File: config.mk
export PLATFORM = sky130hd
export DESIGN_NAME = pc_branch_unit
export DESIGN_NICKNAME = d
export VERILOG_FILES = /design/src/rtl/pcb_pkg.sv /design/src/rtl/pcb_decode.sv /design/src/rtl/pcb_long_track.sv /design/src/rtl/pcb_counter.sv /design/src/rtl/pc_branch_unit.sv
export SDC_FILE = /design/constraint.sdc
export NUM_CORES = 1
export LEC_CHECK = 0
export BUFFER_PORTS_ARGS = -buffer_cell sky130_fd_sc_hd__buf_4
export CAP_MARGIN = 20
export CORE_MARGIN = 4
export CORE_UTILIZATION = 49
export DETAILED_ROUTE_END_ITERATION = 10
export MAX_ROUTING_LAYER = met4
export PLACE_DENSITY = 0.84
export SLEW_MARGIN = 40
export SYNTH_ARGS = -nofsm -noshare
export SYNTH_HDL_FRONTEND = slang
export SYNTH_SLANG_ARGS = --single-unit
File: constraint.sdc
create_clock -name clk -period 2.2 [get_ports clk]
set_clock_uncertainty 0.05 [all_clocks]
set_input_delay 0.11 -clock clk [delete_from_list [all_inputs] [get_ports clk]]
set_output_delay 0.11 -clock clk [all_outputs]
set_load 0.02 [all_outputs]
File: src/rtl/pcb_pkg.sv
package pcb_pkg;
  localparam int INSN_W  = 10;
  localparam int PAGE_W  = 7;
  localparam int LOW_W   = 7;
  localparam int ACC_W   = 4;
  localparam int DREG_W  = 3;
  localparam int PLO_W   = 5;

  typedef enum logic [1:0] {
    PEND_NONE     = 2'd0,
    PEND_FAR      = 2'd1,
    PEND_COMPUTED = 2'd2
  } pend_e;
endpackage

File: src/rtl/pcb_decode.sv
module pcb_decode
  import pcb_pkg::*;
#(
  parameter int W = INSN_W
) (
  input  logic [W-1:0] insn,
  input  pend_e        pend,
  output logic         second,
  output logic         near_jump,
  output logic         far_first,
  output logic         calc_first
);
  localparam logic [2:0] NEAR_OP = 3'b011;
  localparam logic [4:0] FAR_OP  = 5'b00111;
  localparam logic [W-1:0] CALC_OP = W'(10'h010);

  always_comb begin
    second     = (pend != PEND_NONE);
    near_jump  = !second && (insn[W-1 -: 3] == NEAR_OP);
    far_first  = !second && (insn[W-1 -: 5] == FAR_OP);
    calc_first = !second && (insn == CALC_OP);
  end
endmodule

File: src/rtl/pcb_long_track.sv
module pcb_long_track
  import pcb_pkg::*;
#(
  parameter int PW = PLO_W
) (
  input  logic          clk,
  input  logic          rst,
  input  logic          far_first,
  input  logic          calc_first,
  input  logic          second,
  input  logic [PW-1:0] plo_field,
  output pend_e         pend,
  output logic [PW-1:0] plo_saved
);
  always_ff @(posedge clk) begin
    if (rst) begin
      pend      <= PEND_NONE;
      plo_saved <= '0;
    end else if (far_first) begin
      pend      <= PEND_FAR;
      plo_saved <= plo_field;
    end else if (calc_first) begin
      pend      <= PEND_COMPUTED;
    end else if (second) begin
      pend      <= PEND_NONE;
    end
  end

  AST_PEND_ONE_CYCLE: assert property (@(posedge clk) disable iff (rst)
    (pend != PEND_NONE) |=> (pend == PEND_NONE));
  AST_FIRST_SETS_PEND: assert property (@(posedge clk) disable iff (rst)
    (far_first || calc_first) |=> (pend != PEND_NONE));
endmodule

File: src/rtl/pcb_counter.sv
module pcb_counter
  import pcb_pkg::*;
#(
  parameter int PGW = PAGE_W,
  parameter int LW  = LOW_W,
  parameter int AW  = ACC_W,
  parameter int DW  = DREG_W
) (
  input  logic           clk,
  input  logic           rst,
  input  logic           second,
  input  logic           near_jump,
  input  pend_e          pend,
  input  logic [PGW-1:0] far_page,
  input  logic [PGW-1:0] calc_page,
  input  logic [LW-1:0]  word_low,
  input  logic [AW-1:0]  acc,
  input  logic [DW-1:0]  dreg,
  output logic [PGW-1:0] page_q,
  output logic [LW-1:0]  low_q
);
  logic [PGW-1:0] page_n;
  logic [LW-1:0]  low_n;

  always_comb begin
    page_n = page_q;
    low_n  = low_q + 1'b1;
    if (second) begin
      if (pend == PEND_FAR) begin
        page_n = far_page;
        low_n  = word_low;
      end else begin
        page_n = calc_page;
        low_n  = LW'({dreg, acc});
      end
    end else if (near_jump) begin
      low_n = word_low;
    end
  end

  always_ff @(posedge clk) begin
    if (rst) begin
      page_q <= '0;
      low_q  <= '0;
    end else begin
      page_q <= page_n;
      low_q  <= low_n;
    end
  end

  AST_RESET_ZERO: assert property (@(posedge clk) disable iff (rst)
    $past(rst) |-> (page_q == '0 && low_q == '0));
  AST_STEP_WRAPS: assert property (@(posedge clk) disable iff (rst)
    (!$past(rst) && !$past(second) && !$past(near_jump))
      |-> (low_q == LW'($past(low_q) + 1'b1) && page_q == $past(page_q)));
  AST_NEAR_KEEPS_PAGE: assert property (@(posedge clk) disable iff (rst)
    (!$past(rst) && $past(near_jump))
      |-> (low_q == $past(word_low) && page_q == $past(page_q)));
  AST_FAR_TARGET: assert property (@(posedge clk) disable iff (rst)
    (!$past(rst) && $past(second) && $past(pend) == PEND_FAR)
      |-> (page_q == $past(far_page) && low_q == $past(word_low)));
  AST_CALC_TARGET: assert property (@(posedge clk) disable iff (rst)
    (!$past(rst) && $past(second) && $past(pend) == PEND_COMPUTED)
      |-> (page_q == $past(calc_page) && low_q == LW'({$past(dreg), $past(acc)})));
endmodule

File: src/rtl/pc_branch_unit.sv
module pc_branch_unit
  import pcb_pkg::*;
#(
  parameter int IW  = INSN_W,
  parameter int PGW = PAGE_W,
  parameter int LW  = LOW_W,
  parameter int AW  = ACC_W,
  parameter int DW  = DREG_W
) (
  input  logic           clk,
  input  logic           rst,
  input  logic [IW-1:0]  insn_word,
  input  logic [AW-1:0]  acc_in,
  input  logic [DW-1:0]  dreg_in,
  output logic [PGW-1:0] fetch_page,
  output logic [LW-1:0]  fetch_low
);
  localparam int PLW = PLO_W;

  logic           second, near_jump, far_first, calc_first;
  pend_e          pend;
  logic [PLW-1:0] plo_saved;
  logic [PGW-1:0] far_page, calc_page;
  logic [LW-1:0]  word_low;

  assign word_low  = insn_word[LW-1:0];
  assign far_page  = {insn_word[8:7], plo_saved};
  assign calc_page = {insn_word[8:6], insn_word[3:0]};

  pcb_decode #(.W(IW)) u_dec (
    .insn       (insn_word),
    .pend       (pend),
    .second     (second),
    .near_jump  (near_jump),
    .far_first  (far_first),
    .calc_first (calc_first)
  );

  pcb_long_track #(.PW(PLW)) u_track (
    .clk        (clk),
    .rst        (rst),
    .far_first  (far_first),
    .calc_first (calc_first),
    .second     (second),
    .plo_field  (insn_word[PLW-1:0]),
    .pend       (pend),
    .plo_saved  (plo_saved)
  );

  pcb_counter #(.PGW(PGW), .LW(LW), .AW(AW), .DW(DW)) u_pc (
    .clk        (clk),
    .rst        (rst),
    .second     (second),
    .near_jump  (near_jump),
    .pend       (pend),
    .far_page   (far_page),
    .calc_page  (calc_page),
    .word_low   (word_low),
    .acc        (acc_in),
    .dreg       (dreg_in),
    .page_q     (fetch_page),
    .low_q      (fetch_low)
  );
endmodule

==> metrics.md <==
| Metric | Value |
|---|---|
| Status | complete, no violations |
| DRT Pass-1 Iters | 4 |
| Grt ovf | 0 |
| Diode count | 0 |
| Cell variety after synth | 26 |
| Worst min path class | primary input to flip-flop |
| IO Port Bufs | 32 |
| First-pass GRT wire length | 4140 um |
| CP Class | primary input to flip-flop |
| Minimum clock period | approximately 2100 ps |
| Synth Cell Area | 1010 um^2 |
| Top post-synthesis cells by area | dfxtp_1, mux2i_1, nor2_1, a21oi_1, a211oi_1 |
| Pins Over Slew Limit | 0 |
| DPL Wire Length | ~1800 um |
| ANT nets after route | 0 |
| Post CTS Setup Buffer Count | 0 |
| Total Nets Final | 173 |
| Mapped Cells | 116 |
| DRT iter0 DRCs | 13 |
| # fillers | 183 |
| Drt wl/cell | 14.13 um |
| Largest stage delay, worst path | between 500 and 600 ps |
| Period utilization | a little over nine tenths |
| RSZ-0062 raised after global routing | no |
| Final estimated routing congestion in global placement | 0.8251 |
| Number of vias per cell | 5.330 |
| Cell area power density | 541.2 nW/um^2 |
| Cell mode on critical path | dlygate4sd3_1 |
| Vias | 954 |
| Clock Latency Late Sink | 320 ps |
| Total track usage | roughly a fifth |
| # setup viols final | 0 |
| Standard-cell rows | 16 |
| Yosys warning total | 0 |
| Yosys reg bits | 21 |
| Commonest cells post-synth | nor2_1, dfxtp_1, mux2i_1 |
| Clk slew on worst S/H paths | ~130 ps |
| Max-cap viol count | 0 |
| CTS root buf | clkbuf_4 |
| CP Launch Type | primary input |
| Post-synth ARST share | 0% |
| Total number of H-tree levels | 1 |
| Register area | 420.4 um^2 |
| TritonCTS clock tree | yes |
| DRC Markers | 0 |
| Slew HR | 67.17% |
| Most numerous cell in the Yosys netlist | nor2_1 |
| Die Footprint | between 2000 and 3000 um^2 |
| Vias in the first global route | 913 |
| Worst Setup End Kind | flip-flop |
| Pin count of the biggest net entering global routing | 23 |
| IO Count | 33 |
| Primary FF master, synth | dfxtp_1 |
| CTS max path bufs | 2 |
| Wirelength, routed | 2530 um |
| Critical-path cell list | dlygate4sd3_1, buf_4, nor4b_2, dlygate4sd3_1, nand2_1, dlygate4sd3_1, nor2_1 |
| Multi-input logic area | ~550 um^2 |
| Actual slew at the worst max-slew pin | 488.8 ps |
| Achievable frequency | 476.8 MHz |
| Yosys top cell by area | dfxtp_1 |
| Die extent in y | between 50 and 60 um |
| Fin util | 68.18% |
| Fin Setup TNS | 0 ps |
| CP arrival | 2310 ps |
| Mean post-synth cell area | 8.704 um^2 |
| Share of cells above drive strength 1 | 25.66% |
| Starting Density | 51.47% |
| Critical-path top delay cell | dlygate4sd3_1 |
| Die width | about 53 um |
| Sequential area share after synthesis | 41.64% |
| Peak VDD IR | 0.0004178 V |
| Core area | 1962 um^2 |
| Initial antenna violation count | 0 |
| Area delta synth->final | 32.47% |
| Net count after synthesis | roughly 140 |
| Yosys top cell area share | 41.64% |
| CP Data Required Time | 2420 ps |
| Critical-path maximum fanout | 3 |
| TritonCTS Buffers | 3 |
| Sink Count | 21 |
| Post-synth EDFFs | 0 |
| LEAKAGE | 0.5257 nW |
| Final Hold Vio Count | 0 |
==> worst max-delay path, delay by kind of cell <==
kind	cells	cell delay [ps]
simple gates	3	370
buf+inv	4	1830
==> final cells by class <==
type	instances	share of cell area, %
clock buffers	3	1.684
clock inverters	1	0.3742
inverters	1	0.2806
multi-input cells	88	41.44
flip-flops and latches	21	31.43
well taps	27	2.526
repair buffers	38	22.26
==> power by group <==
group | leakage, nW | switching, W | internal (W)
Sequential | 0.171 | 0.0000128 | 0.000393
Clock | 0.0177 | 0.000126 | 0.0000681
Combinational | 0.337 | 0.0000621 | 0.0000617
==> cell usage in the layout, fill, tap and decap left out, types with 4 or more instances in the layout <==
| cell type | netlist | routed |
|---|---|---|
| o22ai_1 | 4 | 4 |
| a21oi_1 | 9 | 9 |
| buf_4 | 0 | 33 |
| a211oi_1 | 4 | 4 |
| nor2_1 | 26 | 26 |
| nand3_1 | 4 | 4 |
| mux2i_1 | 13 | 13 |
| o21ai_0 | 5 | 5 |
| a22oi_1 | 4 | 4 |
| dlygate4sd3_1 | 0 | 5 |
| dfxtp_1 | 21 | 21 |
| nand2_1 | 4 | 4 |
==> per-layer routing <==
layer,GRT usage (%),share of wire [%],vias up
li1,-,-,487
met4,10.21,2.0,0
met2,32.86,48,29
met3,3.662,5.8,7
met5,-,0,-
met1,25.34,44,431
==> stage by stage <==
stage / cell area, um^2 / worst slack [ps] / total power (W) / hold slack, ps / cells
3_5_place_dp: 1254 / 463.0 / 0.0005303 / 336.6 / 170
3_3_place_gp: 1254 / 535.6 / 0.0005277 / 326.8 / 170
5_1_grt: 1338 / 7.033 / 0.0007539 / 21.47 / 179
6_report: 1338 / 102.6 / 0.0007239 / 14.06 / 179
2_1_floorplan: 1010 / 620.2 / 0.0004693 / 202.7 / 116
4_1_cts: 1331 / 126.2 / 0.0007293 / 0.4875 / 179
==> kinds of logic after synthesis <==
group / after synthesis / synth area share (%)
flip-flops: 21 / 41.64
AND/OR/NAND/NOR: 44 / 21.56
AO/OA/AOI/OAI: 27 / 15.98
buffers and inverters: 7 / 4.089
adder cells (fa/ha/maj): 1 / 1.239
multiplexers: 13 / 12.89
XOR/XNOR: 3 / 2.603
==> path summary, 6_finish.rpt <==
| kind | from | to | slack (ps) | cells after the start |
|---|---|---|---|---|
| worst min-delay path | insn_word[3] | u_track.plo_saved[3] | 10 | 3 |
| worst max register to register | u_track.pend[0] | u_track.plo_saved[4] | 460 | 4 |
| worst min register to register | u_track.plo_saved[2] | u_track.plo_saved[2] | 470 | 2 |
| worst max-delay path | insn_word[5] | u_track.pend[1] | 100 | 7 |
==> registers in the layout (all words and copies together), names as in the netlist <==
register / count
u_track.plo_saved: 5
u_track.pend: 2
u_pc.low_q: 7
u_pc.page_q: 7
==> what timing repair did <==
item | in CTS | in global routing
hold buffers | 5 | 0
setup endpoints to repair | 0 | 1
resized for setup | 0 | 1
endpoints found under the hold margin | 3 | 0
Note: power is estimated with default switching activity, not from simulation.
